===== config.mk =====
export PLATFORM = sky130hd
export DESIGN_NAME = crit_warp_sched
export DESIGN_NICKNAME = d
export VERILOG_FILES = /design/src/rtl/crit_sched_pkg.sv /design/src/rtl/crit_counter.sv /design/src/rtl/crit_picker.sv /design/src/rtl/crit_warp_sched.sv
export SDC_FILE = /design/constraint.sdc
export NUM_CORES = 1
export LEC_CHECK = 0
export ABC_AREA = 1
export BUFFER_PORTS_ARGS = -buffer_cell sky130_fd_sc_hd__buf_2
export CAP_MARGIN = 20
export CORE_MARGIN = 10
export CORE_UTILIZATION = 34
export CTS_CLUSTER_SIZE = 25
export DETAILED_ROUTE_END_ITERATION = 10
export GPL_TIMING_DRIVEN = 1
export SYNTH_ARGS = -nofsm -noshare
export SYNTH_HDL_FRONTEND = slang
export SYNTH_SLANG_ARGS = --single-unit
export TNS_END_PERCENT = 50

===== constraint.sdc =====
create_clock -name clk_i -period 11.57 [get_ports clk_i]
set_input_delay 0 -clock clk_i [delete_from_list [all_inputs] [get_ports clk_i]]
set_output_delay 0 -clock clk_i [all_outputs]
set_load 0.1 [all_outputs]

===== src/rtl/crit_sched_pkg.sv =====
package crit_sched_pkg;
  localparam int unsigned DEF_N_WARPS = 8;
  localparam int unsigned DEF_CNT_W   = 16;
  localparam int unsigned DEF_DELTA_W = 8;
endpackage


===== src/rtl/crit_counter.sv =====
module crit_counter #(
  parameter int unsigned CNT_W   = crit_sched_pkg::DEF_CNT_W,
  parameter int unsigned DELTA_W = crit_sched_pkg::DEF_DELTA_W
) (
  input  logic               clk_i,
  input  logic               rst_ni,
  input  logic               clear_i,
  input  logic               br_i,
  input  logic [DELTA_W-1:0] delta_i,
  input  logic               stall_i,
  input  logic               commit_i,
  output logic [CNT_W-1:0]   cnt_o
);
  localparam int unsigned SUM_W = CNT_W + 2;
  localparam logic [SUM_W-1:0] MAX_EXT = SUM_W'({CNT_W{1'b1}});

  logic [CNT_W-1:0] cnt_q, up_val, cnt_d;
  logic [SUM_W-1:0] sum;

  always_comb begin
    sum = SUM_W'(cnt_q) + (br_i ? SUM_W'(delta_i) : '0) + SUM_W'(stall_i);
    up_val = (sum > MAX_EXT) ? {CNT_W{1'b1}} : sum[CNT_W-1:0];
    // increments first, then the commit decrement
    cnt_d = (commit_i && up_val != '0) ? up_val - 1'b1 : up_val;
  end

  always_ff @(posedge clk_i or negedge rst_ni) begin
    if (!rst_ni)      cnt_q <= '0;
    else if (clear_i) cnt_q <= '0;
    else              cnt_q <= cnt_d;
  end

  assign cnt_o = cnt_q;
endmodule


===== src/rtl/crit_picker.sv =====
module crit_picker #(
  parameter int unsigned N_WARPS = crit_sched_pkg::DEF_N_WARPS,
  parameter int unsigned CNT_W   = crit_sched_pkg::DEF_CNT_W
) (
  input  logic [N_WARPS-1:0]            elig_i,
  input  logic [N_WARPS-1:0][CNT_W-1:0] crit_i,
  output logic                          valid_o,
  output logic [N_WARPS-1:0]            pick_o
);
  always_comb begin
    logic [CNT_W-1:0] best;
    valid_o = 1'b0;
    pick_o  = '0;
    best    = '0;
    // strict compare keeps the lowest index on ties
    for (int i = 0; i < int'(N_WARPS); i++) begin
      if (elig_i[i] && (!valid_o || crit_i[i] > best)) begin
        valid_o = 1'b1;
        best    = crit_i[i];
        pick_o  = '0;
        pick_o[i] = 1'b1;
      end
    end
  end
endmodule


===== src/rtl/crit_warp_sched.sv =====
module crit_warp_sched #(
  parameter int unsigned N_WARPS = crit_sched_pkg::DEF_N_WARPS,
  parameter int unsigned CNT_W   = crit_sched_pkg::DEF_CNT_W,
  parameter int unsigned DELTA_W = crit_sched_pkg::DEF_DELTA_W
) (
  input  logic                       clk_i,
  input  logic                       rst_ni,
  input  logic [N_WARPS-1:0]         launch_i,
  input  logic [N_WARPS-1:0]         retire_i,
  input  logic [N_WARPS-1:0]         ready_i,
  input  logic [N_WARPS-1:0]         br_valid_i,
  input  logic [N_WARPS*DELTA_W-1:0] br_delta_i,
  input  logic [N_WARPS-1:0]         commit_i,
  input  logic [N_WARPS-1:0]         stall_i,
  output logic [N_WARPS-1:0]         grant_o,
  output logic [N_WARPS*CNT_W-1:0]   crit_o
);
  logic [N_WARPS-1:0]            active_q, grant_q, elig, pick, grant_d;
  logic [N_WARPS-1:0][CNT_W-1:0] crit;
  logic                          pick_valid, keep;

  for (genvar w = 0; w < int'(N_WARPS); w++) begin : g_warp
    crit_counter #(.CNT_W(CNT_W), .DELTA_W(DELTA_W)) u_cnt (
      .clk_i   (clk_i),
      .rst_ni  (rst_ni),
      .clear_i (launch_i[w] | retire_i[w]),
      .br_i    (br_valid_i[w]),
      .delta_i (br_delta_i[w*DELTA_W +: DELTA_W]),
      .stall_i (stall_i[w]),
      .commit_i(commit_i[w]),
      .cnt_o   (crit[w])
    );
    assign crit_o[w*CNT_W +: CNT_W] = crit[w];
  end

  assign elig = active_q & ready_i & ~retire_i;

  crit_picker #(.N_WARPS(N_WARPS), .CNT_W(CNT_W)) u_pick (
    .elig_i (elig),
    .crit_i (crit),
    .valid_o(pick_valid),
    .pick_o (pick)
  );

  // greedy: holder keeps the slot while still eligible
  assign keep    = |(grant_q & elig);
  assign grant_d = keep ? grant_q : (pick_valid ? pick : '0);

  always_ff @(posedge clk_i or negedge rst_ni) begin
    if (!rst_ni) begin
      active_q <= '0;
      grant_q  <= '0;
    end else begin
      active_q <= (active_q | launch_i) & ~retire_i;
      grant_q  <= grant_d;
    end
  end

  assign grant_o = grant_q;
endmodule


Word level (Yosys, flattened, before mapping)
Index checks and enable logic that the tools add are counted.
{"block": "op_classes", "addsub": 24, "magnitude_cmp": 15, "n_mux": 56, "bitwise": 14, "n_reduce_logical": 38}
{"op": "$mux W16", "count": 31}
{"op": "$add A16 B18 Y18", "count": 8}
{"op": "$add A18 B1 Y18", "count": 8}
{"op": "$gt A18 B16 Y1 const B", "count": 8}
{"op": "$reduce_bool A16 Y1", "count": 8}
{"op": "$sub A16 B1 Y16 const B", "count": 8}
{"op": "$gt A16 B16 Y1", "count": 7}
{"op": "$mux W8", "count": 10}
{"op": "$and A8 B8 Y8", "count": 4}
{"op": "$logic_and A1 B1 Y1", "count": 15}
{"op": "$mux W1", "count": 9}
{"op": "$not A8 Y8", "count": 1}
{"op": "$or A1 B1 Y1", "count": 8}
{"op": "$or A8 B8 Y8", "count": 1}
{"op": "$reduce_or A8 Y1", "count": 1}
{"op": "$logic_not A1 Y1", "count": 7}
{"op": "$logic_or A1 B1 Y1", "count": 7}
{"op": "$mux W7", "count": 1}
{"op": "$mux W6", "count": 1}
{"op": "$mux W5", "count": 1}
{"op": "$mux W4", "count": 1}
{"op": "$mux W3", "count": 1}
{"op": "$mux W2", "count": 1}
{"block": "totals", "reg_bits": 144, "inputBits": 114, "out_inout_bits": 136, "word_cells": 157}

Logic depth before layout (Yosys ltp)
{"block": "logic_depth", "depth_word": 32, "ltp_mapped": 109, "mapped_depth_nobuf": 104}

Hierarchy
From an unflattened synthesis, not the netlist that was laid out.
{"block": "unflattened", "cells_unflattened": 3863, "hier_area_um2": 22788.1}
{"module": "crit_counter (g_warp[1].u_cnt ...)", "n_inst": 5, "cells_per_inst": 375, "area_per_inst_um2": 2140.8, "seq_area_each_um2": 400.4}
{"module": "crit_picker", "n_inst": 1, "cells_per_inst": 758, "area_per_inst_um2": 4722.0, "seq_area_each_um2": 0.0}
{"module": "crit_counter (g_warp[0].u_cnt ...)", "n_inst": 2, "cells_per_inst": 367, "area_per_inst_um2": 2167.1, "seq_area_each_um2": 400.4}
{"module": "crit_counter (g_warp[5].u_cnt)", "n_inst": 1, "cells_per_inst": 379, "area_per_inst_um2": 2143.3, "seq_area_each_um2": 400.4}
{"module": "crit_warp_sched", "n_inst": 1, "cells_per_inst": 117, "area_per_inst_um2": 884.6, "seq_area_each_um2": 400.4}

Worst setup path after synthesis
OpenSTA, ideal clock, no wires.
{"block": "synth_timing", "path_type": "flip-flop to flip-flop", "startpoint": "reg g_warp[0].u_cnt.cnt_q[11]", "endpoint": "reg grant_q[2], in the netlist grant_o[2]", "setup_time_ns": 0.083, "t_arrival_ns": 11.518, "required_time_ns": 11.487, "path_slack_ns": -0.031, "path_stages_with_launch": 96, "n_path_buf": 7, "period_less_slack_ns": 11.601, "cell_sequence": "dfrtp_1 > inv_1 > nor2_1 > inv_1 > ha_1 > nand4_1 > nor3_1 > nand2_1 > nand2_1 > nand2_1 > nand2_1 > clkbuf_1 > nand3_1 > nand2_1 > inv_1 > ha_1 > nand2_1 > o21bai_1 > (+60 left out) > nand2_1 > clkbuf_1 > or2_2 > nand2_1 > ha_1 > a21oi_1 > nor2_1 > a211oi_1 > nand2_1 > nand2_1 > nand2_1 > o21ai_0 > nand2_1 > nand2_1 > nand3_1 > nor2_1 > nand2_1 > o21ai_0"}
{"block": "synth_between", "elab_chain_len": 30, "word_cells_on_any_way": 48, "cone_classes": "order compare (7); mux (21); reduce/logical (20)"}
{"element": "start: declaration", "line_no": "crit_counter.sv:17", "rtl": "logic [CNT_W-1:0] cnt_q, up_val, cnt_d;"}
{"element": "start signal: assignment", "line_no": "crit_counter.sv:30", "rtl": "else cnt_q <= cnt_d;"}
{"element": "$mux W16 (*)", "line_no": "crit_picker.sv:17", "rtl": "if (elig_i[i] && (!valid_o || crit_i[i] > best)) begin"}
{"element": "$gt A16 B16 Y1", "line_no": "crit_picker.sv:17"}
{"element": "$logic_or A1 B1 Y1", "line_no": "crit_picker.sv:17"}
{"element": "$logic_and A1 B1 Y1", "line_no": "crit_picker.sv:17"}
{"element": "$mux W16 / $mux W1 (equally long branches)", "line_no": "crit_picker.sv:17"}
{"element": "$gt A16 B16 Y1 / $logic_not A1 Y1 (equally long branches)", "line_no": "crit_picker.sv:17"}
{"element": "$logic_or A1 B1 Y1", "line_no": "crit_picker.sv:17"}
{"element": "$logic_and A1 B1 Y1", "line_no": "crit_picker.sv:17"}
{"element": "(+14 left out)"}
{"element": "$logic_or A1 B1 Y1", "line_no": "crit_picker.sv:17"}
{"element": "$logic_and A1 B1 Y1", "line_no": "crit_picker.sv:17"}
{"element": "$mux W16 / $mux W1 (equally long branches)", "line_no": "crit_picker.sv:17"}
{"element": "$gt A16 B16 Y1 / $logic_not A1 Y1 (equally long branches)", "line_no": "crit_picker.sv:17"}
{"element": "$logic_or A1 B1 Y1", "line_no": "crit_picker.sv:17"}
{"element": "$logic_and A1 B1 Y1", "line_no": "crit_picker.sv:17"}
{"element": "$mux W8 / $mux W1 (equally long branches)", "line_no": "crit_picker.sv:17"}
{"element": "$mux W8 (*)", "line_no": "crit_warp_sched.sv:47", "rtl": "assign grant_d = keep ? grant_q : (pick_valid ? pick : '0);"}
{"element": "end signal: assignment", "line_no": "crit_warp_sched.sv:55", "rtl": "grant_q <= grant_d;"}
{"element": "end: declaration", "line_no": "crit_warp_sched.sv:18", "rtl": "logic [N_WARPS-1:0] active_q, grant_q, elig, pick, grant_d;"}
Mark *: on every way between the ends. The rest lies on a longest branch, timed or not.
A chain may end at the register's enable or synchronous reset.

Worst setup path in the final report
{"block": "layout_timing", "startpoint": "reg active_q[0]", "endpoint": "reg grant_q[1], in the netlist grant_o[1]"}
{"block": "layout_between", "elab_chain_len": 32, "word_cells_on_any_way": 55, "cone_classes": "order compare (7); mux (23); bitwise (3); reduce/logical (22)"}
{"element": "start: declaration", "line_no": "crit_warp_sched.sv:18"}
{"element": "start signal: assignment", "line_no": "crit_warp_sched.sv:54", "rtl": "active_q <= (active_q | launch_i) & ~retire_i;"}
{"element": "$and A8 B8 Y8 (*) (2 in series)", "line_no": "crit_warp_sched.sv:36", "rtl": "assign elig = active_q & ready_i & ~retire_i;"}
{"element": "$mux W16 / $mux W1 (equally long branches)", "line_no": "crit_picker.sv:17"}
{"element": "$gt A16 B16 Y1 / $logic_not A1 Y1 (equally long branches)", "line_no": "crit_picker.sv:17"}
{"element": "$logic_or A1 B1 Y1", "line_no": "crit_picker.sv:17"}
{"element": "$logic_and A1 B1 Y1", "line_no": "crit_picker.sv:17"}
{"element": "$mux W16 / $mux W1 (equally long branches)", "line_no": "crit_picker.sv:17"}
{"element": "$gt A16 B16 Y1 / $logic_not A1 Y1 (equally long branches)", "line_no": "crit_picker.sv:17"}
{"element": "$logic_or A1 B1 Y1", "line_no": "crit_picker.sv:17"}
{"element": "(+15 left out)"}
{"element": "$logic_or A1 B1 Y1", "line_no": "crit_picker.sv:17"}
{"element": "$logic_and A1 B1 Y1", "line_no": "crit_picker.sv:17"}
{"element": "$mux W16 / $mux W1 (equally long branches)", "line_no": "crit_picker.sv:17"}
{"element": "$gt A16 B16 Y1 / $logic_not A1 Y1 (equally long branches)", "line_no": "crit_picker.sv:17"}
{"element": "$logic_or A1 B1 Y1", "line_no": "crit_picker.sv:17"}
{"element": "$logic_and A1 B1 Y1", "line_no": "crit_picker.sv:17"}
{"element": "$mux W8 / $mux W1 (equally long branches)", "line_no": "crit_picker.sv:17"}
{"element": "$mux W8", "line_no": "crit_warp_sched.sv:47"}
Marks and branches as above.

==> summary.txt <==
Crit path top cell by count: nand2_1
layout cell share with drive strength beyond 1: 0.195
Rel. slew slack: 0.432
sequential fraction of the synthesis area: 0.182
Die Y-Extent: 261 µm
Detailed Place HPWL: 57700 µm
most common cell after layout, fill and taps aside: nand2_1
clock tree sinks: 144
utilization after layout: 0.433
fmax: 87.3 MHz
Final Hold Fails: 0
RSZ-0062 raised after global routing: true
most frequent cells in the layout: 1070 x nand2_1, 474 x inv_1, 416 x nor2_1, 272 x nand3_1, 250 x buf_2
Reg clk slew, reported paths: 60 ps
Mapped Cells: 3367
CP Capture Type: register
initial antenna violation count: 1
pin count of the biggest net entering global routing: 61
design area: 25000 µm²
PD cells: 101 nW/µm²
clk buf depth: 2
port bufs: 249
Setup crit start kind: register
Post-Layout Cell Count: 4462
CTS Buf Count: 17
Tot Pwr: 2.52 mW
placed cell area: 22000 µm²
Final setup violation count: 0
actual slew at the worst max-slew pin: 845 ps
peak supply drop: 0.141 mV
Worst Path Arrival: 11890 ps
via density per instance: 4.96
via count: 22100
critical path type: register to register
drt first pass iters: 5
fin crit share: 0.991
row cnt: 88
routability cong.: 0.950
Synth Cell Area: 19800 µm²
CP required: 12000 ps
GRT Overall Usage: 0.204
Boundary Pins: 250
drt wl/cell: 16.4 µm
first-pass GRT wire length: 110000 µm
Die ar.: 68400 µm²
Net count, final: 3998
starting density of the core: 0.344
CTS tree: yes
initial drt markers: 1661
synthesized area per cell: 5.89 µm²
post-layout min period: 11460 ps
status: finished, final reports clean
H-tree levels: 4
insertion delay to the later sink of the worst-skew pair: 510 ps
Worst Clk Skew: 13.3 ps
Ys Warns: 0
Worst Reg-to-Reg Cells: 94
DR DRC count: 0
synthesis-stage register bit count: 144
DRT Wirelength: 73000 µm
Root Buffer Master: clkbuf_16
Layout fillers: 6170
CP Max Fanout: 8
post-placement cell count: 4360
GRT overflow: 0
Worst path slowest cell: dfrtp_1
worst hold path type: input port to async pin
vias in the first global route: 20500
critical path's largest stage delay: 350 ps
dpl ws: -179 ps
static leakage: 14.2 nW
syn_nets: 3681
max-cap viol count: 0
area grow syn2layout: 26.1%
Core Area: 57700 µm²
Yosys cell types: 53
Die W: 261 µm
Final WS setup: 109 ps
antenna-violating nets left: 0
Final Max Tran Viols: 0
[cell families after synthesis]
family / count (synthesis) / share of synthesized area
and+or+nand+nor: 2110 / 0.448
buffers and inverters: 565 / 0.113
AOI/OAI and AO/OA: 208 / 0.0616
DFF: 144 / 0.182
xor gates and xnor gates: 140 / 0.0626
adders and majority gates: 200 / 0.132
[critical path: cells and delay by family, from the launching register on]
family          cells  cell delay [ps]
simple gates       59             5630
fa+ha+maj           7             1750
flops               1              350
buf+inv            13             2050
compound gates     15             1610
[through the flow]
step | hold WS [ps] | TNS, ps
floorplan | -296 | 0
global placement | -14.1 | -61.6
detailed placement | -21.6 | -540
CTS | 4.49 | 0
global route | 45.3 | -4930
finish | 5.03 | 0
[Yosys cell counts, drive strengths merged]
library cell / instances / area share
and2: 34 / 0.011
a22o: 1 / 0.00044
nand2: 1177 / 0.23
o31ai: 1 / 0.00038
nor2: 452 / 0.089
nor3b: 2 / 0.0010
o21ai: 79 / 0.024
nand3b: 12 / 0.0047
o21a: 3 / 0.0012
nand4: 71 / 0.022
nor3: 31 / 0.0081
a21oi: 94 / 0.025
a21o: 8 / 0.0030
dfrtp: 144 / 0.18
nor4: 5 / 0.0016
inv: 499 / 0.094
o21bai: 10 / 0.0038
xor2: 96 / 0.042
nand3: 312 / 0.080
a211oi: 1 / 0.00038
ha: 184 / 0.12
clkinv: 2 / 0.00038
fa: 16 / 0.016
or2: 14 / 0.0044
xnor2: 44 / 0.020
clkbuf: 29 / 0.0055
o211ai: 4 / 0.0015
a22oi: 1 / 0.00038
a21boi: 3 / 0.0013
buf: 34 / 0.013
o22ai: 3 / 0.00095
dlygate4sd1: 1 / 0.00044
[layer usage]
layer | track usage | routed length (µm) | vias up
li1 | - | - | 11200
met1 | 0.262 | 31900 | 10200
met2 | 0.328 | 33000 | 672
met3 | 0.0499 | 5810 | 121
met4 | 0.0766 | 2340 | 0
met5 | 0 | 0 | -
[registers in the layout (all words and copies together) (netlist names)]
register,cells
grant_o,8
active_q,8
g_warp.u_cnt.cnt_o,128
[final timing paths]
check / start / endpoint / slack (ps)
worst max-delay path: active_q[0] / grant_o[1] / 110
worst max register to register: active_q[0] / grant_o[1] / 110
max in group asynchronous: rst_ni / g_warp[0].u_cnt.cnt_o[10] / 10340
worst min register to register: grant_o[1] / grant_o[1] / 520
worst min-delay path: rst_ni / g_warp[7].u_cnt.cnt_o[9] / 5
min in group clk_i: commit_i[0] / g_warp[0].u_cnt.cnt_o[1] / 30
[power by group]
group / leakage (nW) / internal (mW) / switching, mW / total [mW]
sequential: 1.94 / 0.534 / 0.0727 / 0.607
clock: 0.291 / 0.346 / 0.247 / 0.593
combinational: 12.0 / 0.422 / 0.895 / 1.32
total: 14.2 / 1.30 / 1.21 / 2.52
[final cells by class]
cell class	instances	area, µm²	share of cell area
Multi-Input combinational cell	2658	15500	0.620
Inverter	501	1900	0.0760
Antenna cell	1	2.50	0.000100
Sequential cell	144	3610	0.144
Timing Repair Buffer	360	2410	0.0966
Clock buffer	20	457	0.0183
Tap cell	765	957	0.0383
Timing Repair inverter	2	15.0	0.000601
Clock inverter	11	139	0.00556
[repair_timing]
item,CTS,global route
setup buffers,2,19
endpoints found under the setup margin,4,8
hold buffers,38,0
pin swaps,3,96
resized for setup,30,326
cloned,2,9
hold endpoints to repair,94,0
No activity file was read; power rests on OpenSTA's default activity.
